--- config.mk ---
export PLATFORM = sky130hd
export DESIGN_NAME = gpio_port_ctl
export DESIGN_NICKNAME = d
export VERILOG_FILES = /design/src/rtl/gpio_port_pkg.sv /design/src/rtl/gpio_port_sync.sv /design/src/rtl/gpio_port_regs.sv /design/src/rtl/gpio_port_pinmux.sv /design/src/rtl/gpio_port_ctl.sv
export SDC_FILE = /design/constraint.sdc
export NUM_CORES = 1
export LEC_CHECK = 0
export BUFFER_PORTS_ARGS = -buffer_cell sky130_fd_sc_hd__buf_2
export CAP_MARGIN = 20
export CORE_UTILIZATION = 40
export CTS_BUF_LIST = sky130_fd_sc_hd__clkbuf_8
export CTS_CLUSTER_DIAMETER = 40
export DETAILED_ROUTE_END_ITERATION = 16
export PLACE_DENSITY = 0.77
export SLEW_MARGIN = 40
export SYNTH_ARGS = -nofsm -noshare
export SYNTH_HDL_FRONTEND = slang
export SYNTH_SLANG_ARGS = --single-unit
--- constraint.sdc ---
create_clock -name clk -period 1.5 [get_ports clk]
set_clock_uncertainty 0.15 [all_clocks]
set_input_delay 0.15 -clock clk [delete_from_list [all_inputs] [get_ports clk]]
set_output_delay 0.15 -clock clk [all_outputs]
set_load 0.1 [all_outputs]
--- src/rtl/gpio_port_pkg.sv ---
package gpio_port_pkg;

  typedef enum logic [2:0] {
    SEL_NONE = 3'd0,
    SEL_DIR  = 3'd1,
    SEL_DATA = 3'd2,
    SEL_PIN  = 3'd3,
    SEL_PULL = 3'd4
  } reg_sel_e;

  localparam logic [2:0] MODE_SINGLE_CHIP = 3'd7;

  function automatic logic mode_is_expanded(input logic [2:0] m);
    return (m == 3'd4) || (m == 3'd5) || (m == 3'd6);
  endfunction

endpackage

--- src/rtl/gpio_port_sync.sv ---
module gpio_port_sync #(
  parameter int WIDTH  = 8,
  parameter int STAGES = 2
) (
  input  logic             clk,
  input  logic             rst,
  input  logic [WIDTH-1:0] async_in,
  output logic [WIDTH-1:0] sync_out
);

  logic [WIDTH-1:0] stage_q [STAGES];

  generate
    for (genvar s = 0; s < STAGES; s++) begin : g_stage
      if (s == 0) begin : g_first
        always_ff @(posedge clk) begin
          if (rst) stage_q[0] <= '0;
          else     stage_q[0] <= async_in;
        end
      end else begin : g_next
        always_ff @(posedge clk) begin
          if (rst) stage_q[s] <= '0;
          else     stage_q[s] <= stage_q[s-1];
        end
      end
    end
  endgenerate

  assign sync_out = stage_q[STAGES-1];

endmodule

--- src/rtl/gpio_port_regs.sv ---
module gpio_port_regs
  import gpio_port_pkg::*;
#(
  parameter int             WIDTH    = 8,
  parameter int             AW       = 16,
  parameter logic [AW-1:0]  DIR_OFF  = 'hFE3A,
  parameter logic [AW-1:0]  DATA_OFF = 'hFF0A,
  parameter logic [AW-1:0]  PIN_OFF  = 'hFFBA,
  parameter logic [AW-1:0]  PULL_OFF = 'hFE41
) (
  input  logic             clk,
  input  logic             rst,
  input  logic             manual_rst,
  input  logic             hw_stby,
  input  logic             wr_en,
  input  logic             rd_en,
  input  logic [AW-1:0]    addr,
  input  logic [WIDTH-1:0] wdata,
  input  logic [WIDTH-1:0] pin_sync,
  output logic [WIDTH-1:0] dir_q,
  output logic [WIDTH-1:0] data_q,
  output logic [WIDTH-1:0] pull_q,
  output logic [WIDTH-1:0] rdata
);

  reg_sel_e sel;

  always_comb begin
    if      (addr == DIR_OFF)  sel = SEL_DIR;
    else if (addr == DATA_OFF) sel = SEL_DATA;
    else if (addr == PIN_OFF)  sel = SEL_PIN;
    else if (addr == PULL_OFF) sel = SEL_PULL;
    else                       sel = SEL_NONE;
  end

  // Clear priority: power-on reset, hardware standby, manual reset, write.
  always_ff @(posedge clk) begin
    if (rst || hw_stby) begin
      dir_q  <= '0;
      data_q <= '0;
      pull_q <= '0;
    end else if (manual_rst) begin
      data_q <= '0;
      pull_q <= '0;
    end else if (wr_en) begin
      case (sel)
        SEL_DIR:  dir_q  <= wdata;
        SEL_DATA: data_q <= wdata;
        SEL_PULL: pull_q <= wdata;
        default:  ;
      endcase
    end
  end

  always_ff @(posedge clk) begin
    if (rst) begin
      rdata <= '0;
    end else if (rd_en) begin
      case (sel)
        SEL_DATA: rdata <= data_q;
        SEL_PULL: rdata <= pull_q;
        SEL_PIN:  rdata <= pin_sync;
        default:  rdata <= '0;
      endcase
    end
  end


  dir_kept_mrst_chk: assert property (@(posedge clk) disable iff (rst)
    (manual_rst && !hw_stby) |=> (dir_q == $past(dir_q)));


  hw_stby_clear_chk: assert property (@(posedge clk) disable iff (rst)
    hw_stby |=> (dir_q == '0 && data_q == '0 && pull_q == '0));


  dir_read_zero_chk: assert property (@(posedge clk) disable iff (rst)
    (rd_en && addr == DIR_OFF) |=> (rdata == '0));

endmodule

--- src/rtl/gpio_port_pinmux.sv ---
module gpio_port_pinmux
  import gpio_port_pkg::*;
#(
  parameter int WIDTH = 8,
  parameter int AE_W  = 4
) (
  input  logic             clk,
  input  logic             rst,
  input  logic [2:0]       mode,
  input  logic [AE_W-1:0]  addr_en,
  input  logic [WIDTH-1:0] ext_addr,
  input  logic [WIDTH-1:0] dir,
  input  logic [WIDTH-1:0] data,
  input  logic [WIDTH-1:0] pull,
  input  logic             hw_stby,
  input  logic             sw_stby,
  input  logic             stby_hold,
  output logic [WIDTH-1:0] pad_out,
  output logic [WIDTH-1:0] pad_oe,
  output logic [WIDTH-1:0] pu_en
);

  logic             expanded;
  logic [WIDTH-1:0] amask_live;
  logic [WIDTH-1:0] amask_q;
  logic [WIDTH-1:0] amask_use;
  logic [WIDTH-1:0] out_d, oe_d, pu_d;

  assign expanded = mode_is_expanded(mode);

  // Thermometer map: pin i is an address output when i < addr_en.
  generate
    for (genvar i = 0; i < WIDTH; i++) begin : g_mask
      assign amask_live[i] = expanded && (i < int'(addr_en));
    end
  endgenerate

  // The address-pin set is frozen for the whole of software standby.
  always_ff @(posedge clk) begin
    if (rst)           amask_q <= '0;
    else if (!sw_stby) amask_q <= amask_live;
  end

  assign amask_use = sw_stby ? amask_q : amask_live;

  generate
    for (genvar i = 0; i < WIDTH; i++) begin : g_pin
      always_comb begin
        if (hw_stby) begin
          out_d[i] = 1'b0;
          oe_d[i]  = 1'b0;
          pu_d[i]  = 1'b0;
        end else if (amask_use[i]) begin
          pu_d[i] = 1'b0;
          if (sw_stby) begin
            out_d[i] = pad_out[i];
            oe_d[i]  = stby_hold ? pad_oe[i] : 1'b0;
          end else begin
            out_d[i] = ext_addr[i];
            oe_d[i]  = 1'b1;
          end
        end else begin
          out_d[i] = data[i];
          oe_d[i]  = dir[i];
          pu_d[i]  = pull[i] & ~dir[i];
        end
      end
    end
  endgenerate

  always_ff @(posedge clk) begin
    if (rst) begin
      pad_out <= '0;
      pad_oe  <= '0;
      pu_en   <= '0;
    end else begin
      pad_out <= out_d;
      pad_oe  <= oe_d;
      pu_en   <= pu_d;
    end
  end


  pull_only_input_chk: assert property (@(posedge clk) disable iff (rst)
    ((pu_en & pad_oe) == '0));


  pull_needs_bit_chk: assert property (@(posedge clk) disable iff (rst)
    1'b1 |=> ((pu_en & ~$past(pull)) == '0));


  hw_stby_quiet_chk: assert property (@(posedge clk) disable iff (rst)
    hw_stby |=> (pad_oe == '0 && pu_en == '0));


  sw_stby_hold_chk: assert property (@(posedge clk) disable iff (rst)
    ($past(sw_stby) && $past(stby_hold) && !$past(hw_stby) && !$past(rst))
      |-> (((pad_out & amask_q) == ($past(pad_out) & amask_q)) &&
           ((pad_oe & amask_q) == ($past(pad_oe) & amask_q))));


  sw_stby_float_chk: assert property (@(posedge clk) disable iff (rst)
    ($past(sw_stby) && !$past(stby_hold) && !$past(rst))
      |-> ((pad_oe & amask_q) == '0));

endmodule

--- src/rtl/gpio_port_ctl.sv ---
module gpio_port_ctl #(
  parameter int            WIDTH       = 8,
  parameter int            AW          = 16,
  parameter int            AE_W        = 4,
  parameter int            SYNC_STAGES = 2,
  parameter logic [AW-1:0] DIR_OFF     = 'hFE3A,
  parameter logic [AW-1:0] DATA_OFF    = 'hFF0A,
  parameter logic [AW-1:0] PIN_OFF     = 'hFFBA,
  parameter logic [AW-1:0] PULL_OFF    = 'hFE41
) (
  input  logic             clk,
  input  logic             rst,
  input  logic             manual_rst,
  input  logic             hw_stby,
  input  logic             sw_stby,
  input  logic             stby_hold,
  input  logic [2:0]       mode,
  input  logic [AE_W-1:0]  addr_en,
  input  logic [WIDTH-1:0] ext_addr,
  input  logic             wr_en,
  input  logic             rd_en,
  input  logic [AW-1:0]    addr,
  input  logic [WIDTH-1:0] wdata,
  output logic [WIDTH-1:0] rdata,
  input  logic [WIDTH-1:0] pad_in,
  output logic [WIDTH-1:0] pad_out,
  output logic [WIDTH-1:0] pad_oe,
  output logic [WIDTH-1:0] pu_en
);

  logic [WIDTH-1:0] pin_sync;
  logic [WIDTH-1:0] dir_q, data_q, pull_q;

  gpio_port_sync #(
    .WIDTH  (WIDTH),
    .STAGES (SYNC_STAGES)
  ) sync_i (
    .clk      (clk),
    .rst      (rst),
    .async_in (pad_in),
    .sync_out (pin_sync)
  );

  gpio_port_regs #(
    .WIDTH    (WIDTH),
    .AW       (AW),
    .DIR_OFF  (DIR_OFF),
    .DATA_OFF (DATA_OFF),
    .PIN_OFF  (PIN_OFF),
    .PULL_OFF (PULL_OFF)
  ) regs_i (
    .clk        (clk),
    .rst        (rst),
    .manual_rst (manual_rst),
    .hw_stby    (hw_stby),
    .wr_en      (wr_en),
    .rd_en      (rd_en),
    .addr       (addr),
    .wdata      (wdata),
    .pin_sync   (pin_sync),
    .dir_q      (dir_q),
    .data_q     (data_q),
    .pull_q     (pull_q),
    .rdata      (rdata)
  );

  gpio_port_pinmux #(
    .WIDTH (WIDTH),
    .AE_W  (AE_W)
  ) mux_i (
    .clk       (clk),
    .rst       (rst),
    .mode      (mode),
    .addr_en   (addr_en),
    .ext_addr  (ext_addr),
    .dir       (dir_q),
    .data      (data_q),
    .pull      (pull_q),
    .hw_stby   (hw_stby),
    .sw_stby   (sw_stby),
    .stby_hold (stby_hold),
    .pad_out   (pad_out),
    .pad_oe    (pad_oe),
    .pu_en     (pu_en)
  );

endmodule

==> out/qor.csv <==
stage,metric,value,unit
run_status,status,"complete, but fails checks",
run_status,failing checks,negative setup slack,
sta,Least-Margin Pin Slew,0.618,ns
detailed_routing,routed len/inst,15.1,um
cts,Num CTS Buffers,9,
synth,Most used DFF post-synth,dfxtp_1,
cts,clk sinks,80,
worst_hold_path,HP Start,ext_addr[2],
cts,CTS root buf,clkbuf_8,
synth,Post-Syn Area,3220,um2
placed_design,Port Buf Inserts,86,
floorplanning,die area,8410,um2
synth,"FFs w/ async S/R, synth",0,%
finish,diode count,0,
job,max-cap check violation count,0,
synth,sequential share of the synthesized area,49.7,%
placed_design,Post-DP Area,3960,um2
sta,endpoints failing setup,5,
critical_path,delay of the slowest cell on the worst path,0.55,ns
cts,clock latency on the worst-skew pair,0.35,ns
sta,period utilisation layout,102,%
detailed_routing,vias per inst,5.55,
critical_path,CP top delay family,simple AND/OR/NAND/NOR gates,
floorplanning,Die Ht,91.7,um
placed_design,gpl congestion,0.856,
finish,most frequent cells in the layout,"83 x buf_2, 73 x dfxtp_1, 37 x a21oi_1",
detailed_routing,vias,3275,
critical_path,Critical Path Start,addr[5],
synth,Post-Syn Nets,410,
cts,maximum root-to-sink buffer count,2,
sta,unrepaired setup endpoints after global routing,yes,
power_and_ir_drop,Pleak,1.80,nW
power_and_ir_drop,peak supply drop,0.000390,V
global_route,global route overflow,0,
sta,Max Freq,656,MHz
critical_path,number of buffers and inverters on the critical path,2,
sta,Period minus WS final,1.52,ns
finish,Synth-to-Final Area Change,41.4,%
synth,Mapped Avg Cell Area,9.07,um2
global_route,GRT Util Overall,21.4,%
sta,max_slew headroom,58.8,%
worst_hold_path,worst min-delay path category,in2reg,
finish,final instance area,4550,um2
synth,post-synthesis cell type count,40,
detailed_routing,drt drc,0,
critical_path,CP max-delay cell,or4b_4,
placed_design,Final HPWL DP,6.20,mm
critical_path,worst path arrival time,1.65,ns
floorplanning,Core Footprint,7770,um2
sta,setup TNS,-0.0573,ns
synth,Mapped Cells,355,
global_route,antenna violations before repair,0,
floorplanning,io pins,87,
detailed_routing,Iteration-0 DRC Markers,322,
cts,Clock transition at path regs,0.08,ns
global_route,vias in the first global route,3024,
cts,H-tree levels,3,
detailed_routing,drt total wl,8.92,mm
floorplanning,die extent in x,91.7,um
global_route,first-pass GRT wire length,14.2,mm
finish,"most common cell after layout, fill and taps aside",buf_2,
sta,final setup margin,-0.0235,ns
critical_path,startpoint types,input port,
synth,yosys warns,0,
critical_path,CP endpoint kind,register,
critical_path,critical path class,in2reg,
synth,synthesized flop and latch total,80,
finish,Total Nets Final,539,
critical_path,CP max FO,8,
floorplanning,FP Rows,32,
critical_path,reg-to-reg startpoint,regs_i.rdata[5]$_SDFFE_PP0P_,
sta,Pins Over Slew Limit,0,
floorplanning,Initial Utilization,41.4,%
detailed_routing,Pre-antenna DRT Iters,7,
finish,fraction of layout cells with a size suffix above 1,33.8,%
power_and_ir_drop,P per Cell Area,981,nW/um2
cts,CTS tree,built,
power_and_ir_drop,Pwr Total,0.00446,W
synth,"EDFF count, synth",0,
detailed_routing,Post-DRT Antenna Nets,0,
sta,Final Hold Viols,0,
global_route,pin count of the biggest net entering global routing,28,
critical_path,Critical Path RT,1.62,ns
critical_path,crit-path cells,buf_6 > or4b_4 > nor4_4 > clkbuf_16 > a22oi_2 > a21oi_2,
==> area by class of cell <==
cell class,count,area (um2)
clock buffer,9,124
clock inverter,6,110
fill,694,3220
inverter,9,33.8
multi-input combinational,241,1570
sequential,80,1610
tap,102,128
timing repair buffer,143,976
==> kinds of logic (layout without fill, tap and decap cells) <==
| logic type | Yosys count | in the layout | share of synthesized area, % |
|---|---|---|---|
| multiplexers | 8 | 8 | 2.49 |
| AND/OR/NAND/NOR | 118 | 118 | 21.4 |
| flip-flops | 80 | 80 | 49.7 |
| buffers and inverters | 34 | 167 | 4.43 |
| AO/OA/AOI/OAI | 115 | 115 | 22.0 |
==> tightest hold or removal path: stages <==
cell and delay, ns:
buf_2 0.11, mux2i_1 0.12, a211oi_1 0.08
==> path summary, 6_finish.rpt <==
kind	end	slack, ns	cells past startpoint
min reg2reg	sync_i.stage_q[1][4]$_SDFF_PP0_	0.29	1
min	mux_i.pad_out[2]$_SDFFE_PP0P_	0.01	3
max	regs_i.rdata[5]$_SDFFE_PP0P_	-0.02	6
max reg2reg	regs_i.rdata[5]$_SDFFE_PP0P_	0.43	2
==> metal layers <==
metal | vias to the layer above | track usage (%) | part of all wire (%)
met5 | - | 0 | 0
met4 | 0 | 9.24 | 2.8
met3 | 23 | 5.14 | 7.2
met2 | 168 | 33.5 | 47
met1 | 1499 | 28.0 | 43
li1 | 1585 | - | -
==> flip-flops by register name, indices dropped and copies added (netlist names) <==
register	cells
sync_i.stage_q	16
mux_i.amask_q	8
mux_i.pad_oe	8
mux_i.pad_out	8
mux_i.pu_en	8
regs_i.data_q	8
regs_i.dir_q	8
regs_i.pull_q	8
regs_i.rdata	8
==> cell usage after synthesis (2+ instances only) <==
cell / number / area share [%]
a222oi_1: 8 / 2.5
mux2i_1: 8 / 2.5
inv_1: 9 / 1.0
buf_1: 5 / 0.58
a21oi_1: 43 / 6.7
a22oi_1: 16 / 3.7
or3_1: 3 / 0.58
nor2b_1: 18 / 3.5
a31oi_1: 8 / 1.6
nand3_1: 30 / 4.7
clkbuf_1: 13 / 1.5
o211ai_1: 2 / 0.47
nor4bb_1: 3 / 0.93
a211oi_1: 5 / 1.2
nor4_1: 9 / 1.7
nor3_1: 2 / 0.31
o21ai_0: 19 / 3.0
or4_1: 2 / 0.47
o21ai_1: 8 / 1.2
nor2_1: 7 / 0.82
nand2_1: 25 / 2.9
nand4_1: 10 / 1.9
dfxtp_1: 80 / 50
buf_2: 6 / 0.93
==> per-stage QoR <==
stage                     cells  hold WS, ns  setup slack, ns  utilization (%)
final                       590       0.0148          -0.0235             58.6
after global routing        590       0.0259          -0.0355             58.6
after CTS                   589      0.00515           0.0136             57.6
after detailed placement    550        0.216           -0.430             51.0
after global placement      550        0.209           -0.396             51.0
after floorplan             355        0.128           -0.189                -
==> power breakdown <==
part / switching, W / total, W / internal (W)
registers: 0.0000137 / 0.00217 / 0.00216
clock network: 0.000758 / 0.00185 / 0.00109
logic: 0.000249 / 0.000440 / 0.000190
==> what timing repair did <==
item,4_1_cts,5_1_grt
endpoints found under the hold margin,39,0
pin swaps,2,16
gates cloned,1,0
buffers inserted,0,1
resized for setup,2,17
hold buffers,24,0
setup endpoints to repair,8,20
Power figures use the tool's default switching activity.
